$ cat config.mk
export PLATFORM = sky130hd
export DESIGN_NAME = spi_frame_engine
export DESIGN_NICKNAME = d
export VERILOG_FILES = /design/src/rtl/sfe_pkg.sv /design/src/rtl/sfe_frame_build.sv /design/src/rtl/sfe_spi_shifter.sv /design/src/rtl/sfe_reply_check.sv /design/src/rtl/spi_frame_engine.sv
export SDC_FILE = /design/constraint.sdc
export NUM_CORES = 1
export LEC_CHECK = 0
export ABC_AREA = 1
export BUFFER_PORTS_ARGS = -buffer_cell sky130_fd_sc_hd__buf_2
export CAP_MARGIN = 20
export CORE_ASPECT_RATIO = 0.7
export CORE_MARGIN = 4
export CORE_UTILIZATION = 52
export DETAILED_ROUTE_END_ITERATION = 7
export PLACE_DENSITY = 0.81
export SETUP_SLACK_MARGIN = 0.4
export SLEW_MARGIN = 20
export SYNTH_ARGS = -nofsm -noshare
export SYNTH_HDL_FRONTEND = slang
export SYNTH_SLANG_ARGS = --single-unit
export TNS_END_PERCENT = 1
$ cat constraint.sdc
create_clock -name clk -period 1.5 [get_ports clk]
set_input_delay 0.075 -clock clk [delete_from_list [all_inputs] [get_ports clk]]
set_output_delay 0.075 -clock clk [all_outputs]
set_load 0.03 [all_outputs]
$ cat src/rtl/sfe_pkg.sv
// Shared constants and types for the SPI command frame engine.
// Assumes 16-bit frames with a 5-bit address field and an 8-bit data field.
package sfe_pkg;
    localparam int          FRAME_W   = 16;
    localparam logic [4:0]  READ_ADDR = 5'h10;
    localparam logic [4:0]  SUB_NONE  = 5'h1F;

    typedef enum logic [1:0] {
        ST_OK     = 2'd0,
        ST_PARITY = 2'd1,
        ST_FRAME  = 2'd2,
        ST_ADDR   = 2'd3
    } sfe_status_e;
endpackage

$ cat src/rtl/sfe_frame_build.sv
// Builds the outgoing 16-bit command word from a request, including odd parity.
// Assumes the request fields are stable while the word is used (pure combinational).
module sfe_frame_build
    import sfe_pkg::*;
(
    input  logic                rd,
    input  logic [4:0]          addr,
    input  logic [7:0]          data,
    output logic [FRAME_W-1:0]  frame,
    output logic                is_read,
    output logic [4:0]          sub
);
    logic [4:0]         f_addr;
    logic [7:0]         f_data;
    logic [FRAME_W-1:0] body;

    // Select address/data fields and append the parity bit.
    always_comb begin
        f_addr  = rd ? READ_ADDR : addr;
        f_data  = rd ? {3'b000, addr} : data;
        body    = {1'b0, f_addr, 1'b0, f_data, 1'b0};
        frame   = {body[FRAME_W-1:1], ~^body[FRAME_W-1:1]};
        is_read = (f_addr == READ_ADDR);
        sub     = f_data[4:0];
    end
endmodule

$ cat src/rtl/sfe_spi_shifter.sv
// SPI mode-0 master for one 16-bit word per chip-select window, with clock divider
// and minimum chip-select high time. Assumes HALF_DIV >= 1 and CS_GAP >= 1.
module sfe_spi_shifter
    import sfe_pkg::*;
#(
    parameter int HALF_DIV = 4,
    parameter int CS_GAP   = 6
) (
    input  logic               clk,
    input  logic               rst_n,
    input  logic               start,
    input  logic [FRAME_W-1:0] tx_word,
    output logic               ready,
    output logic               sclk,
    output logic               cs_n,
    output logic               mosi,
    input  logic               miso,
    output logic               xfer_done,
    output logic [FRAME_W-1:0] rx_word
);
    localparam int MAXC = (HALF_DIV > CS_GAP) ? HALF_DIV : CS_GAP;
    localparam int CW   = $clog2(MAXC + 1);
    localparam logic [CW-1:0] TICK_AT = CW'(HALF_DIV - 1);
    localparam logic [CW-1:0] GAP_END = CW'(CS_GAP - 1);
    localparam int BW = $clog2(FRAME_W);
    localparam logic [BW-1:0] LAST_BIT = BW'(FRAME_W - 1);

    typedef enum logic [2:0] {S_IDLE, S_LEAD, S_SHIFT, S_TAIL, S_GAP} sh_state_e;

    sh_state_e          st;
    logic [CW-1:0]      tmr;
    logic [BW-1:0]      bit_cnt;
    logic [FRAME_W-1:0] tx_sh, rx_sh;
    logic               sclk_q, cs_q, done_q;
    logic               tick;

    assign tick = (tmr == TICK_AT);

    // Frame sequencer: setup, 16 clock periods, hold, then chip-select gap.
    always_ff @(posedge clk) begin
        if (!rst_n) begin
            st <= S_IDLE; tmr <= '0; bit_cnt <= '0;
            tx_sh <= '0; rx_sh <= '0;
            sclk_q <= 1'b0; cs_q <= 1'b1; done_q <= 1'b0;
        end else begin
            done_q <= 1'b0;
            case (st)
                S_IDLE: begin
                    tmr <= '0;
                    if (start) begin
                        tx_sh <= tx_word; cs_q <= 1'b0; bit_cnt <= '0; st <= S_LEAD;
                    end
                end
                S_LEAD: begin
                    if (tick) begin
                        tmr <= '0; sclk_q <= 1'b1;
                        rx_sh <= {rx_sh[FRAME_W-2:0], miso}; st <= S_SHIFT;
                    end else tmr <= tmr + 1'b1;
                end
                S_SHIFT: begin
                    if (tick) begin
                        tmr <= '0;
                        if (sclk_q) begin
                            sclk_q <= 1'b0;
                            if (bit_cnt == LAST_BIT) st <= S_TAIL;
                            else begin
                                bit_cnt <= bit_cnt + 1'b1;
                                tx_sh   <= {tx_sh[FRAME_W-2:0], 1'b0};
                            end
                        end else begin
                            sclk_q <= 1'b1;
                            rx_sh  <= {rx_sh[FRAME_W-2:0], miso};
                        end
                    end else tmr <= tmr + 1'b1;
                end
                S_TAIL: begin
                    if (tick) begin
                        tmr <= '0; cs_q <= 1'b1; done_q <= 1'b1; st <= S_GAP;
                    end else tmr <= tmr + 1'b1;
                end
                default: begin
                    if (tmr == GAP_END) begin tmr <= '0; st <= S_IDLE; end
                    else tmr <= tmr + 1'b1;
                end
            endcase
        end
    end

    assign ready     = (st == S_IDLE);
    assign sclk      = sclk_q;
    assign cs_n      = cs_q;
    assign mosi      = cs_q ? 1'b0 : tx_sh[FRAME_W-1];
    assign xfer_done = done_q;
    assign rx_word   = rx_sh;


    sclk_idle_chk: assert property (@(posedge clk) disable iff (!rst_n)
        cs_n |-> !sclk);

    ready_cs_chk: assert property (@(posedge clk) disable iff (!rst_n)
        ready |-> cs_n);
endmodule

$ cat src/rtl/sfe_reply_check.sv
// Validates each captured reply against the request of the previous frame,
// produces the done pulse with status, and keeps per-fault counters.
// Assumes xfer_done pulses once per frame with sent_read/sent_sub of that frame.
module sfe_reply_check
    import sfe_pkg::*;
#(
    parameter int CNT_W = 8
) (
    input  logic               clk,
    input  logic               rst_n,
    input  logic               xfer_done,
    input  logic [FRAME_W-1:0] rx_word,
    input  logic               sent_read,
    input  logic [4:0]         sent_sub,
    output logic               done,
    output logic [FRAME_W-1:0] rsp_word,
    output logic [7:0]         rsp_data,
    output logic [1:0]         rsp_status,
    output logic [CNT_W-1:0]   cnt_parity,
    output logic [CNT_W-1:0]   cnt_frame,
    output logic [CNT_W-1:0]   cnt_addr
);
    logic        prev_read;
    logic [4:0]  prev_sub;
    sfe_status_e verdict, status_q;

    // Classify the reply: parity, then device flag, then echoed sub-address.
    always_comb begin
        if (~^rx_word)                  verdict = ST_PARITY;
        else if (rx_word[15])           verdict = ST_FRAME;
        else if (prev_read && (!rx_word[9] || rx_word[14:10] != prev_sub))
                                        verdict = ST_ADDR;
        else                            verdict = ST_OK;
    end

    // Register result, bump the matching counter, remember this frame's request.
    always_ff @(posedge clk) begin
        if (!rst_n) begin
            done <= 1'b0; rsp_word <= '0; status_q <= ST_OK;
            cnt_parity <= '0; cnt_frame <= '0; cnt_addr <= '0;
            prev_read <= 1'b0; prev_sub <= SUB_NONE;
        end else begin
            done <= xfer_done;
            if (xfer_done) begin
                rsp_word  <= rx_word;
                status_q  <= verdict;
                prev_read <= sent_read;
                prev_sub  <= sent_read ? sent_sub : SUB_NONE;
                case (verdict)
                    ST_PARITY: cnt_parity <= cnt_parity + 1'b1;
                    ST_FRAME:  cnt_frame  <= cnt_frame + 1'b1;
                    ST_ADDR:   cnt_addr   <= cnt_addr + 1'b1;
                    default:   ;
                endcase
            end
        end
    end

    assign rsp_data   = rsp_word[8:1];
    assign rsp_status = status_q;


    done_pulse_chk: assert property (@(posedge clk) disable iff (!rst_n)
        done |=> !done);

    parity_status_chk: assert property (@(posedge clk) disable iff (!rst_n)
        (done && !(^rsp_word)) |-> (rsp_status == 2'd1));

    cnt_parity_step_chk: assert property (@(posedge clk) disable iff (!rst_n)
        (cnt_parity != $past(cnt_parity)) |-> done);

    cnt_addr_step_chk: assert property (@(posedge clk) disable iff (!rst_n)
        (cnt_addr != $past(cnt_addr)) |-> (done && rsp_status == 2'd3));
endmodule

$ cat src/rtl/spi_frame_engine.sv
// Top of the SPI command frame engine: accepts one request when idle, sends the
// parity-protected word, and checks the reply against the previous frame.
// Assumes the client holds request fields valid while req_valid is high.
module spi_frame_engine
    import sfe_pkg::*;
#(
    parameter int HALF_DIV = 4,
    parameter int CS_GAP   = 6,
    parameter int CNT_W    = 8
) (
    input  logic             clk,
    input  logic             rst_n,
    input  logic             req_valid,
    input  logic             req_read,
    input  logic [4:0]       req_addr,
    input  logic [7:0]       req_data,
    output logic             req_ready,
    output logic             sclk,
    output logic             cs_n,
    output logic             mosi,
    input  logic             miso,
    output logic             done,
    output logic [15:0]      rsp_word,
    output logic [7:0]       rsp_data,
    output logic [1:0]       rsp_status,
    output logic [CNT_W-1:0] cnt_parity,
    output logic [CNT_W-1:0] cnt_frame,
    output logic [CNT_W-1:0] cnt_addr
);
    logic [FRAME_W-1:0] tx_frame, rx_word;
    logic               f_is_read, start, xfer_done;
    logic [4:0]         f_sub;
    logic               cur_read;
    logic [4:0]         cur_sub;

    assign start = req_valid && req_ready;

    sfe_frame_build u_build (
        .rd(req_read), .addr(req_addr), .data(req_data),
        .frame(tx_frame), .is_read(f_is_read), .sub(f_sub)
    );

    // Hold the read flag and sub-address of the frame in flight.
    always_ff @(posedge clk) begin
        if (!rst_n) begin
            cur_read <= 1'b0; cur_sub <= SUB_NONE;
        end else if (start) begin
            cur_read <= f_is_read; cur_sub <= f_sub;
        end
    end

    sfe_spi_shifter #(.HALF_DIV(HALF_DIV), .CS_GAP(CS_GAP)) u_shift (
        .clk(clk), .rst_n(rst_n), .start(start), .tx_word(tx_frame),
        .ready(req_ready), .sclk(sclk), .cs_n(cs_n), .mosi(mosi), .miso(miso),
        .xfer_done(xfer_done), .rx_word(rx_word)
    );

    sfe_reply_check #(.CNT_W(CNT_W)) u_check (
        .clk(clk), .rst_n(rst_n), .xfer_done(xfer_done), .rx_word(rx_word),
        .sent_read(cur_read), .sent_sub(cur_sub),
        .done(done), .rsp_word(rsp_word), .rsp_data(rsp_data),
        .rsp_status(rsp_status), .cnt_parity(cnt_parity),
        .cnt_frame(cnt_frame), .cnt_addr(cnt_addr)
    );
endmodule

==> results summary <==
CTS placed an instance of sky130_fd_sc_hd__clkbuf_16 at the clock tree root. The die covers 0.0112 mm². The biggest area contributor in the post-synthesis netlist is sky130_fd_sc_hd__dfxtp_1. The arrival time of data at the critical path endpoint came out at 1.91 ns. The fraction of the cycle the final worst path needs came out at 1.08. The synthesis-to-layout area growth is 30.2%. The die height came out at 89.8 µm. The flow ran to the end, but the final reports show violations.

The worst hold slack after final layout came out at 0.0342 ns. The worst setup path is captured at a register. The fraction of layout instances using a drive strength above 1 is 0.318. By area the synthesized netlist is led by sky130_fd_sc_hd__dfxtp_1 40%, sky130_fd_sc_hd__nand2_1 15%, sky130_fd_sc_hd__a21oi_1 6.3%. The slowest stage of the critical path is the sky130_fd_sc_hd__dfxtp_4 cell. After floorplanning, the core was sized to cover 0.00918 mm². The cell area that synthesis handed to floorplanning was 0.00497 mm².

The number of rows in the core area is 29. The share of synthesized registers carrying an async set or reset came out at 0. The detailed-route wire length per cell is 14.2 µm.

In this run the power density over the cells is roughly 1200 mW/mm². The remaining routing DRC violations came out at 0. The largest net degree at the start of global routing is 64.

The synthesized netlist cell count is 700. STA classifies the critical path startpoint as a register. The global placer's final weighted congestion is slightly above 0.8. The average size of a mapped cell came out at 7.10 µm². The final antenna-violating net count is 0. The number of enable-type register cells in the synthesized netlist is 0. The commonest cells after synthesis are 202 x sky130_fd_sc_hd__nand2_1, 100 x sky130_fd_sc_hd__dfxtp_1, 63 x sky130_fd_sc_hd__a21oi_1. The time the final worst path needs with I/O delays and setup came out at 1.62 ns. The total number of nets in the final design came out at 829. The commonest register cell after synthesis is sky130_fd_sc_hd__dfxtp_1. The endpoint required time on the critical path is about 1.8 ns. The signal on the critical path passes through inv_2 -> nand2_2 -> nand4_1 -> nand2_1 -> nand2_2 -> nand2_2 -> nand2_4 -> buf_12 -> nand3_4 -> nand2_1 -> a21oi_2. Setup repair after global routing could not meet its margin everywhere. The average via count per standard cell came out at 5.40. The worst hold-check path type is in2reg. The half-perimeter wire length of the detailed placement result is around 9000 µm.

In this run, synthesis produced a sequential element count of 100. The proportion of synthesized chip area in sequential cells came out at 0.403. The unique cell type count in the Yosys netlist came out at 36. The measured slew at the worst slew-check pin is between 0.3 and 0.4 ns. Clock latency on the worst-skew pair, taken at its later pin, is around 0.34 ns.

Prior to clock tree synthesis, the placed netlist has a worst setup slack of -0.155 ns. In this run the critical register-to-register path is launched from u_shift.rx_word[11]$_SDFFE_PN0P_. The remaining max-slew budget at the tightest pin is 0.768. The clock-pin slew reported for the worst setup and hold paths after clock tree synthesis came out at 0.07 ns. The most common cell in the synthesized netlist is sky130_fd_sc_hd__nand2_1. The delay of the slowest cell on the worst path is about 0.37 ns. The wire length after detailed routing came out at 13300 µm.

The critical path contains buffers and inverters numbering 2 combined. The combined global-route utilization of all metal layers is 0.232. The clock buffer count from CTS is 9. The H-tree was split into 3 levels. The start point of the worst hold path is miso.

The checks that failed: negative setup slack. The number of buffer cells added on primary ports came out at roughly 70. The synthesized net count is ~730. The iteration count of the initial detailed-routing pass came out at 5. Summing over every cut layer, the via total after detailed routing is 5034.

The buffer depth of the longest clock path came out at 2. The setup TNS after final layout came out at -1.84 ns. The first-pass GRT wire length came out at 22400 µm. The hold-fix buffer count after cts came out at 0.

The sum of overflow across all layers after global routing is 0. The number of global-route vias before repair came out at about 4800. The reported max-cap violation count is 0. The CTS tree is built. The initial cell density of the core came out at 0.541.

The number of slew-limit violations in the final report came out at 0. The Yosys step of the flow raised 0 warnings. The clock skew came out at 0.00684 ns. The highest clock rate came out at 616 MHz. The die extent in x is ~120 µm. The share of synthesized area in the top cell type comes to 0.403. Setup violations remaining at the end of the flow were counted as 35. Counting every sink on the clock net gives 100. The most numerous cell type found on the critical path is sky130_fd_sc_hd__nand2_2.

Counting the fill cells in the layout gives approximately 690. The leakage power total is 0.00290 µW. The starting DRC count in detailed routing came out at 410. The final cell utilization of the core came out at 0.705. The top-level I/O count is 73.

The worst-case IR drop observed on VDD is between 0.0005 and 0.0006 V. The initial antenna violation count is 0. The setup path with the least slack is of type reg2reg. The origin of the worst setup path is u_shift.rx_word[11]$_SDFFE_PN0P_. The worst-case setup margin in the final layout is -0.123 ns. The antenna cell count is 0.

In this run the worst path has a maximum fanout of 8. The cell family contributing the most delay on the critical path is simple AND/OR/NAND/NOR gates. The final count of hold timing violations was 0.
-- worst register-to-register path: cells and delay by family (launching register included) --
family          cells  cell delay [ns]
simple gates        8             0.87
compound gates      1             0.13
flops               1             0.37
buf+inv             2             0.21
-- routing by layer --
layer  GRT usage  part of all wire  wire [µm]  vias up
met5           0                 0          0        -
met4      0.0460             0.012        165        0
met3      0.0450             0.056        743       16
met2       0.389              0.48       6370      158
met1       0.313              0.45       5990     2360
li1            -                 -          -     2500
-- path summary, 6_finish.rpt --
path	endpoint	depth (start not counted)	slack (ns)
max	u_check.cnt_addr[3]$_SDFFE_PN0P_	11	-0.12
min	u_shift.rx_word[0]$_SDFFE_PN0P_	3	0.03
max reg2reg	u_check.cnt_addr[3]$_SDFFE_PN0P_	11	-0.12
min reg2reg	u_shift.tx_sh[7]$_SDFFE_PN0P_	2	0.48
-- per-stage QoR --
stage | power, µW | area, µm² | cells
4_1_cts | 7450 | 6330 | 931
5_1_grt | 7880 | 6470 | 932
3_3_place_gp | 4610 | 5760 | 909
3_5_place_dp | 4690 | 5760 | 909
2_1_floorplan | 4130 | 4990 | 700
6_report | 7490 | 6470 | 932
-- layout by cell type, fill, tap and decap left out, types with 13 or more instances in the layout --
master | netlist | routed
sky130_fd_sc_hd__inv_2 | 8 | 16
sky130_fd_sc_hd__dfxtp_1 | 100 | 79
sky130_fd_sc_hd__o21ai_0 | 54 | 42
sky130_fd_sc_hd__a21oi_1 | 63 | 57
sky130_fd_sc_hd__nand3_1 | 29 | 29
sky130_fd_sc_hd__a31oi_1 | 13 | 13
sky130_fd_sc_hd__nand4_1 | 20 | 20
sky130_fd_sc_hd__a21oi_2 | 7 | 13
sky130_fd_sc_hd__dfxtp_2 | 0 | 15
sky130_fd_sc_hd__nand2_2 | 6 | 26
sky130_fd_sc_hd__inv_1 | 55 | 46
sky130_fd_sc_hd__nor2_1 | 31 | 30
sky130_fd_sc_hd__buf_2 | 7 | 68
sky130_fd_sc_hd__nand2_1 | 202 | 179
sky130_fd_sc_hd__buf_4 | 10 | 45
sky130_fd_sc_hd__o21ai_1 | 6 | 17
-- where the power goes --
group | internal, µW | total (µW) | leakage (µW) | switching, µW
sequential | 2930 | 3120 | 0.000823 | 194
clock | 1490 | 2550 | 0.000156 | 1060
combinational | 786 | 1820 | 0.00192 | 1040
total | 5200 | 7490 | 0.00290 | 2290
-- registers in the layout, summed over array words and instances (netlist names) --
name and count:
u_shift.tmr 3, u_check.prev_sub 5, u_check.cnt_addr 8, u_shift.cs_n 1
u_shift.xfer_done 1, u_check.prev_read 1, u_shift.sclk 1, u_check.rsp_status 2
u_check.cnt_frame 8, cur_sub 5, u_check.cnt_parity 8, cur_read 1
u_shift.tx_sh 16, u_shift.rx_word 16, u_check.done 1, u_shift.bit_cnt 4
u_shift.st 3, u_check.rsp_word 16
-- repair_timing --
item | CTS | global route
setup buffers | 4 | 1
gates cloned | 2 | 0
pin swaps | 22 | 22
setup endpoints to repair | 92 | 112
resized for setup | 56 | 54
-- logic make-up (layout without fill, tap and decap cells) --
| family | after synthesis | count (layout) | share of synthesized area |
|---|---|---|---|
| and+or+nand+nor | 312 | 312 | 0.278 |
| DFF | 100 | 100 | 0.403 |
| AOI/OAI and AO/OA | 155 | 155 | 0.171 |
| buffers and inverters | 102 | 210 | 0.0879 |
| xor gates and xnor gates | 23 | 23 | 0.0405 |
| adders and majority gates | 8 | 8 | 0.0201 |
-- final cells by class --
cell class,count,area [µm²],area share
well taps,124,155,0.0240
clock buffers,9,225,0.0348
multi-input cells,498,2750,0.424
inverters,64,243,0.0375
repair buffers,130,952,0.147
clock inverters,7,106,0.0164
flip-flops and latches,100,2040,0.316
(Power assumes the default switching activity.)
